## src/rtl/sbm_pkg.sv

```systemverilog
package sbm_pkg;
  localparam int unsigned SBM_DATA_W = 32;
  localparam int unsigned SBM_BE_W   = SBM_DATA_W / 8;
  localparam int unsigned SBM_HALF_W = SBM_DATA_W / 2;

  typedef enum logic {
    SBM_IDLE = 1'b0,
    SBM_BUS  = 1'b1
  } sbm_state_e;
endpackage

```

## src/rtl/sbm_rst_sync.sv

```systemverilog
module sbm_rst_sync #(
  parameter int unsigned STAGES = 2
) (
  input  logic clk,
  input  logic rst_n,
  output logic rst_sync_n
);
  logic [STAGES-1:0] chain_q;

  always_ff @(posedge clk or negedge rst_n) begin
    if (!rst_n) chain_q <= '0;
    else        chain_q <= {chain_q[STAGES-2:0], 1'b1};
  end

  assign rst_sync_n = chain_q[STAGES-1];
endmodule

```

## src/rtl/sbm_ctrl.sv

```systemverilog
module sbm_ctrl
  import sbm_pkg::*;
#(
  parameter int unsigned ADDR_W = 32,
  parameter int unsigned LEN_W  = 3
) (
  input  logic                 clk,
  input  logic                 rst_n,
  input  logic                 narrow_i,
  input  logic                 req_valid,
  input  logic                 req_write,
  input  logic [ADDR_W-1:2]    req_addr,
  input  logic [SBM_BE_W-1:0]  req_be,
  input  logic [LEN_W-1:0]     req_len,
  input  logic                 ack_n,
  input  logic                 err_n,
  output logic                 req_ready,
  output logic                 busy_o,
  output logic                 first_o,
  output logic                 final_o,
  output logic                 half_o,
  output logic                 narrow_o,
  output logic                 wr_o,
  output logic [SBM_BE_W-1:0]  be_o,
  output logic [ADDR_W-1:2]    waddr_o,
  output logic                 lo_take_o,
  output logic                 word_done_o,
  output logic                 xfer_done_o,
  output logic                 xfer_err_o
);
  sbm_state_e              state_q, state_d;
  logic                    first_q, first_d;
  logic                    half_q, half_d;
  logic                    narrow_q, narrow_d;
  logic                    wr_q, wr_d;
  logic [SBM_BE_W-1:0]     be_q, be_d;
  logic [ADDR_W-1:2]       waddr_q, waddr_d;
  logic [LEN_W-1:0]        left_q, left_d;
  logic                    busy, ack, err, half_last, last_word;
  logic                    ctx_en, step_en;

  assign busy      = (state_q == SBM_BUS);
  assign err       = busy & ~err_n;
  assign ack       = busy & ~ack_n & ~err;
  assign half_last = ~narrow_q | half_q;
  assign last_word = (left_q == '0);

  // Clock enables: context loads on acceptance, sequencing moves on a slave response.
  assign ctx_en  = (state_q == SBM_IDLE) & req_valid;
  assign step_en = ack | err;

  always_comb begin
    state_d  = state_q;
    first_d  = 1'b0;
    half_d   = half_q;
    narrow_d = narrow_q;
    wr_d     = wr_q;
    be_d     = be_q;
    waddr_d  = waddr_q;
    left_d   = left_q;
    unique case (state_q)
      SBM_IDLE: begin
        if (req_valid) begin
          state_d  = SBM_BUS;
          first_d  = 1'b1;
          half_d   = 1'b0;
          narrow_d = narrow_i;
          wr_d     = req_write;
          be_d     = req_be;
          waddr_d  = req_addr;
          left_d   = req_len;
        end
      end
      SBM_BUS: begin
        if (err) begin
          state_d = SBM_IDLE;
          half_d  = 1'b0;
        end else if (ack) begin
          if (!half_last) begin
            half_d = 1'b1;
          end else begin
            half_d = 1'b0;
            if (last_word) begin
              state_d = SBM_IDLE;
            end else begin
              left_d  = left_q - 1'b1;
              waddr_d = waddr_q + 1'b1;
            end
          end
        end
      end
      default: state_d = SBM_IDLE;
    endcase
  end

  always_ff @(posedge clk or negedge rst_n) begin
    if (!rst_n) begin
      state_q <= SBM_IDLE;
      first_q <= 1'b0;
    end else begin
      state_q <= state_d;
      first_q <= first_d;
    end
  end

  always_ff @(posedge clk or negedge rst_n) begin
    if (!rst_n) begin
      narrow_q <= 1'b0;
      wr_q     <= 1'b0;
      be_q     <= '0;
    end else if (ctx_en) begin
      narrow_q <= narrow_d;
      wr_q     <= wr_d;
      be_q     <= be_d;
    end
  end

  always_ff @(posedge clk or negedge rst_n) begin
    if (!rst_n) begin
      half_q  <= 1'b0;
      waddr_q <= '0;
      left_q  <= '0;
    end else if (ctx_en || step_en) begin
      half_q  <= half_d;
      waddr_q <= waddr_d;
      left_q  <= left_d;
    end
  end

  assign req_ready   = ~busy;
  assign busy_o      = busy;
  assign first_o     = first_q;
  assign final_o     = busy & last_word & half_last;
  assign half_o      = half_q;
  assign narrow_o    = narrow_q;
  assign wr_o        = wr_q;
  assign be_o        = be_q;
  assign waddr_o     = waddr_q;
  assign lo_take_o   = ack & narrow_q & ~half_q;
  assign word_done_o = ack & half_last;
  assign xfer_done_o = err | (ack & half_last & last_word);
  assign xfer_err_o  = err;
endmodule

```

## src/rtl/sbm_lane.sv

```systemverilog
module sbm_lane
  import sbm_pkg::*;
(
  input  logic                  clk,
  input  logic                  rst_n,
  input  logic                  busy,
  input  logic                  narrow_q,
  input  logic                  half_q,
  input  logic                  lo_take,
  input  logic [SBM_BE_W-1:0]   be_q,
  input  logic [SBM_DATA_W-1:0] wdata_i,
  input  logic [SBM_DATA_W-1:0] rdata_i,
  output logic [SBM_BE_W-1:0]   bus_be_n,
  output logic [SBM_DATA_W-1:0] bus_wdata,
  output logic [SBM_DATA_W-1:0] beat_rdata
);
  localparam int unsigned HBE = SBM_BE_W / 2;

  logic [SBM_HALF_W-1:0] rd_lo_q;
  logic [HBE-1:0]        half_be;
  logic [SBM_HALF_W-1:0] half_wd;

  assign half_be = half_q ? be_q[SBM_BE_W-1:HBE] : be_q[HBE-1:0];
  assign half_wd = half_q ? wdata_i[SBM_DATA_W-1:SBM_HALF_W] : wdata_i[SBM_HALF_W-1:0];

  always_comb begin
    if (!busy)         bus_be_n = '1;
    else if (narrow_q) bus_be_n = {{HBE{1'b1}}, ~half_be};
    else               bus_be_n = ~be_q;
  end

  assign bus_wdata  = narrow_q ? {{SBM_HALF_W{1'b0}}, half_wd} : wdata_i;
  assign beat_rdata = narrow_q ? {rdata_i[SBM_HALF_W-1:0], rd_lo_q} : rdata_i;

  always_ff @(posedge clk or negedge rst_n) begin
    if (!rst_n)       rd_lo_q <= '0;
    else if (lo_take) rd_lo_q <= rdata_i[SBM_HALF_W-1:0];
  end
endmodule

```

## src/rtl/sysbus_master.sv

```systemverilog
module sysbus_master
  import sbm_pkg::*;
#(
  parameter int unsigned ADDR_W    = 32,
  parameter int unsigned LEN_W     = 3,
  parameter bit          NARROW_EN = 1'b1
) (
  input  logic                  clk,
  input  logic                  rst_n,
  input  logic                  narrow_mode,
  input  logic                  req_valid,
  output logic                  req_ready,
  input  logic                  req_write,
  input  logic [ADDR_W-1:2]     req_addr,
  input  logic [SBM_BE_W-1:0]   req_be,
  input  logic [LEN_W-1:0]      req_len,
  input  logic [SBM_DATA_W-1:0] req_wdata,
  output logic                  beat_done,
  output logic [SBM_DATA_W-1:0] beat_rdata,
  output logic                  xfer_done,
  output logic                  xfer_err,
  output logic [ADDR_W-1:1]     bus_addr,
  output logic [SBM_BE_W-1:0]   bus_be_n,
  output logic                  bus_rd_wr,
  output logic                  bus_start_n,
  output logic                  bus_last_n,
  output logic [SBM_DATA_W-1:0] bus_wdata,
  output logic                  bus_wdata_oe,
  input  logic [SBM_DATA_W-1:0] bus_rdata,
  input  logic                  bus_ack_n,
  input  logic                  bus_err_n
);
  logic                rst_sync_n;
  logic                narrow_eff;
  logic                busy, first, final_beat, half_q, narrow_q, wr_q, lo_take;
  logic [SBM_BE_W-1:0] be_q;
  logic [ADDR_W-1:2]   waddr_q;

  generate
    if (NARROW_EN) begin : g_narrow
      assign narrow_eff = narrow_mode;
    end else begin : g_wide_only
      assign narrow_eff = 1'b0;
    end
  endgenerate

  sbm_rst_sync #(.STAGES(2)) u_rst (
    .clk        (clk),
    .rst_n      (rst_n),
    .rst_sync_n (rst_sync_n)
  );

  sbm_ctrl #(.ADDR_W(ADDR_W), .LEN_W(LEN_W)) u_ctrl (
    .clk         (clk),
    .rst_n       (rst_sync_n),
    .narrow_i    (narrow_eff),
    .req_valid   (req_valid),
    .req_write   (req_write),
    .req_addr    (req_addr),
    .req_be      (req_be),
    .req_len     (req_len),
    .ack_n       (bus_ack_n),
    .err_n       (bus_err_n),
    .req_ready   (req_ready),
    .busy_o      (busy),
    .first_o     (first),
    .final_o     (final_beat),
    .half_o      (half_q),
    .narrow_o    (narrow_q),
    .wr_o        (wr_q),
    .be_o        (be_q),
    .waddr_o     (waddr_q),
    .lo_take_o   (lo_take),
    .word_done_o (beat_done),
    .xfer_done_o (xfer_done),
    .xfer_err_o  (xfer_err)
  );

  sbm_lane u_lane (
    .clk        (clk),
    .rst_n      (rst_sync_n),
    .busy       (busy),
    .narrow_q   (narrow_q),
    .half_q     (half_q),
    .lo_take    (lo_take),
    .be_q       (be_q),
    .wdata_i    (req_wdata),
    .rdata_i    (bus_rdata),
    .bus_be_n   (bus_be_n),
    .bus_wdata  (bus_wdata),
    .beat_rdata (beat_rdata)
  );

  assign bus_addr     = {waddr_q, narrow_q & half_q};
  assign bus_rd_wr    = ~(busy & wr_q);
  assign bus_start_n  = ~first;
  assign bus_last_n   = ~final_beat;
  assign bus_wdata_oe = busy & wr_q;
endmodule

```

## config.mk

```make
export PLATFORM = sky130hd
export DESIGN_NAME = sysbus_master
export DESIGN_NICKNAME = d
export VERILOG_FILES = /design/src/rtl/sbm_pkg.sv /design/src/rtl/sbm_rst_sync.sv /design/src/rtl/sbm_ctrl.sv /design/src/rtl/sbm_lane.sv /design/src/rtl/sysbus_master.sv
export SDC_FILE = /design/constraint.sdc
export NUM_CORES = 1
export LEC_CHECK = 0
export CAP_MARGIN = 0
export CORE_MARGIN = 3
export CORE_UTILIZATION = 30
export CTS_CLUSTER_SIZE = 16
export DETAILED_ROUTE_END_ITERATION = 12
export DONT_BUFFER_PORTS = 1
export REMOVE_ABC_BUFFERS = 1
export SLEW_MARGIN = 10
export SYNTH_ARGS = -nofsm -noshare
export SYNTH_HDL_FRONTEND = slang
export SYNTH_SLANG_ARGS = --single-unit
```

## constraint.sdc

```tcl
create_clock -name clk -period 6.1 [get_ports clk]
set_clock_uncertainty 0.15 [all_clocks]
set_input_delay 0.61 -clock clk [delete_from_list [all_inputs] [get_ports clk]]
set_output_delay 0.61 -clock clk [all_outputs]
set_load 0.02 [all_outputs]
```

==> summary.md <==
| Metric | Value |
|---|---|
| Outcome | `completed` |
| Worst path slowest cell | `dfrtp_2` |
| Comb pwr share | `0.363` |
| Hold Path Class | `reg -> async` |
| DP Area | `around 4000 µm²` |
| Required @ worst endpoint | `5.34 ns` |
| Die Y | `121.2 µm` |
| Switching power | `just over 1 mW` |
| Fin area | `approximately 4400 µm²` |
| Initial core utilization | `0.3105` |
| CTS buffer count | `9` |
| Fill cells | `1327` |
| Sink Count | `60` |
| Nets@finish | `about 520` |
| Area Overhead vs Synth | `10.37%` |
| Critical path type | `reg -> out` |
| Reg2reg start | `u_ctrl.busy_o$_DFF_PN0_` |
| Post-detail-place hpwl | `between 8000 and 9000 µm` |
| Pwr/cell area | `between 400 and 500 nW/µm²` |
| Yosys cell types | `55` |
| GP Congestion | `~0.84` |
| Tmin final | `around 3.6 ns` |
| Violation count after the first detailed-route iteration | `~240` |
| Initial antenna violation count | `1` |
| RSZ-0062 raised after global routing | `false` |
| Ys flop type | `dfrtp_1` |
| Most used routing layer | `met2` |
| Slew Limit Fails | `0` |
| Port Buffers | `0` |
| Power share of the clock group | `0.213` |
| Worst slew margin | `0.3074` |
| Core ar. | `~13000 µm²` |
| Die Wd | `roughly 120 µm` |
| Routed Antenna Nets | `0` |
| Vias in the first global route | `around 3000` |
| Leak | `about 1.8 nW` |
| CTS clk-pin slew, worst paths | `about 0.05 ns` |
| Num rows | `41` |
| CTS tree | `yes` |
| Routed WL | `roughly 12000 µm` |
| Reg2Reg Depth | `6` |
| Slowest stage delay, CP | `about 1.0 ns` |
| EDFF count, synth | `0` |
| Final setup vio count | `0` |
| Slew @ Worst Pin | `about 1.0 ns` |
| DR vias | `3305` |
| # diodes | `0` |
| Fmax | `275.9 MHz` |
| Synth top cells by count | `mux2_2 (69), dfrtp_1 (60), nand2_1 (47), o21ai_0 (23), nand3_1 (21)` |
| Grt ovf | `0` |
| R2r setup slk | `between 2 and 3 ns` |
| Mapped Cells | `420` |
| Count leader, synth | `mux2_2` |
| Most used cell, CP | `nand2_1` |
| Mapped Area | `3983 µm²` |
| Worst Setup EP | `bus_be_n[1]` |
| Critical Path Source | `u_ctrl.narrow_o$_DFFE_PN0P_` |
| Synth top area cells | `dfrtp_1 (38%), mux2_2 (20%), nand2_1 (4.4%)` |
| Critical-path cell list | `nand2_1, mux2_2, nand2_1` |
| Clk buf depth | `2` |
| PostCTS Resize Cnt | `0` |
| Warnings from Yosys | `0` |
| Worst setup EP type | `output pin` |
| Reg2reg end | `u_ctrl.waddr_o[28]$_DFFE_PN0P_` |
| CP Data Arrival Time | `around 2.9 ns` |
| Ratio of final minimum period to clock period | `0.5943` |
| Sum Neg Setup Slack | `0 ns` |
| Sequential share of power | `0.424` |
| Hold Vio Cnt, Final | `0` |
| Int Power | `1.155 mW` |
| # IOs | `between 200 and 250` |
| Register area share after synthesis | `0.3770` |
| Switching fraction of total power | `0.4669` |
| CP max FO | `53` |
| Type of origin of the critical path | `flop` |
| Setup bufs post-CTS | `0` |
| DR WL/cell | `between 20 and 25 µm` |
| Worst skew pair latency | `around 0.33 ns` |
| DR pass1 iterations | `5` |
| DR vias/cell | `around 5.6` |
| Pin count of the biggest net entering global routing | `54` |
| Max-cap violations | `0` |
| Avg Cell Area, Syn | `9.482 µm²` |
| Top-area cell type share of the netlist area | `0.3770` |
| First-pass GRT wire length | `approximately 18000 µm` |
| GRT Total Usage | `0.1566` |
| #FFs+latches synth | `60` |
| Post-synthesis async set-or-reset flop share | `1.000` |
| GR Layer Usage met1 | `0.2110` |
| Yosys top cell by area | `dfrtp_1` |
| DIE AREA | `between 10000 and 15000 µm²` |
| Root Driver | `clkbuf_16` |
| M3 GR Usage | `0.06760` |
| H-Tree Depth | `3` |
| Layout cells sized above 1 | `0.2337` |
| Max VDD drop | `approximately 0.00015 V` |
| GRT met2 Usage | `0.2206` |
| DRC | `0` |
==> per-layer routing <==
| metal | part of all wire | vias to the layer above |
|---|---|---|
| met5 | 0.00066 | - |
| met4 | 0.018 | 2 |
| met3 | 0.092 | 17 |
| met2 | 0.46 | 126 |
| met1 | 0.43 | 1631 |
| li1 | - | 1529 |
==> timing repair <==
action,in CTS,in global routing
hold buffers,1,0
hold endpoints to repair,2,0
endpoints found under the setup margin,0,0
==> placed cells by master, fill, tap and decap left out, types with 3 or more instances in the layout <==
cell | Yosys | layout
a21o_1 | 6 | 6
a21oi_1 | 13 | 13
a22o_1 | 3 | 3
a22oi_1 | 9 | 9
and2_1 | 7 | 7
and3_1 | 6 | 6
buf_4 | 0 | 3
clkbuf_1 | 17 | 4
clkbuf_16 | 0 | 9
dfrtp_1 | 60 | 58
ha_1 | 3 | 3
inv_1 | 9 | 9
mux2_2 | 69 | 69
mux2i_1 | 9 | 9
nand2_1 | 47 | 47
nand2b_1 | 4 | 4
nand3_1 | 21 | 21
nand4_1 | 9 | 9
nor2_1 | 12 | 12
nor2b_1 | 18 | 18
nor3_1 | 9 | 9
nor4_1 | 8 | 8
o21ai_0 | 23 | 23
o22ai_1 | 8 | 8
o31a_1 | 4 | 4
==> cells by family after synthesis <==
kind of cell,share of synthesized area
buffers and inverters,0.03487
flip-flops,0.3770
AND/OR/NAND/NOR,0.2212
adder cells (fa/ha/maj),0.009426
AO/OA/AOI/OAI,0.1389
other,0.0009416
multiplexers,0.2177
==> worst min-delay path by stage <==
stage,start,end,slack (ns),depth (start not counted)
CTS,u_rst.chain_q[1]$_DFF_PN0_,u_lane.rd_lo_q[6]$_DFFE_PN0P_,0.06,0
finish,u_rst.chain_q[1]$_DFF_PN0_,u_lane.rd_lo_q[6]$_DFFE_PN0P_,0.04,0
floorplan,rst_n,u_rst.chain_q[0]$_DFF_PN0_,0.16,0
global placement,u_rst.chain_q[1]$_DFF_PN0_,u_lane.rd_lo_q[6]$_DFFE_PN0P_,0.04,0
global route,u_rst.chain_q[1]$_DFF_PN0_,u_lane.rd_lo_q[6]$_DFFE_PN0P_,0.08,0
detailed placement,u_rst.chain_q[1]$_DFF_PN0_,u_lane.rd_lo_q[6]$_DFFE_PN0P_,0.06,0
==> worst max-delay path, delay by kind of cell (launching register included) <==
kind | cells | cell delay [ns]
DFF | 1 | 1.03
muxes | 1 | 0.50
and+or+nand+nor | 2 | 0.97
==> sequential cells by signal, summed over array words and instances (netlist names) <==
register	cells
u_ctrl.busy_o	1
u_ctrl.be_o	4
u_rst.chain_q	2
u_ctrl.half_o	1
u_ctrl.narrow_o	1
u_lane.rd_lo_q	16
u_ctrl.left_q	3
u_ctrl.wr_o	1
u_ctrl.waddr_o	30
u_ctrl.first_o	1
==> power by group through the flow <==
stage               registers (mW)  clock network [mW]  logic (mW)
floorplan                    0.854                   0       0.649
global placement             0.911                   0       0.767
detailed placement           0.922                   0       0.786
CTS                          0.917               0.478       0.789
global route                 0.950               0.499       0.868
finish                       0.918               0.462       0.786
==> metrics by stage <==
stage | hold slack (ns) | total power [mW] | setup WS [ns] | std cells | util
after CTS | 0.06053 | 2.184 | 2.415 | 587 | 0.3427
final | 0.03979 | 2.166 | 2.475 | 587 | 0.3427
after detailed placement | 0.05643 | 1.708 | 2.712 | 570 | 0.3214
after floorplan | 0.1644 | 1.503 | 2.763 | 395 | -
after global routing | 0.08335 | 2.316 | 2.302 | 587 | 0.3427
after global placement | 0.03619 | 1.678 | 2.811 | 570 | 0.3214
==> cell type report <==
class | instances | area, µm² | share of cell area
multi-input cells | 325 | 2342 | 0.5329
repair buffers | 4 | 32.53 | 0.007401
clock buffers | 14 | 254.0 | 0.05779
clock inverters | 2 | 10.01 | 0.002277
flip-flops and latches | 60 | 1504 | 0.3422
inverters | 10 | 37.54 | 0.008540
well taps | 172 | 215.2 | 0.04896
No activity file was read; power rests on OpenSTA's default activity.
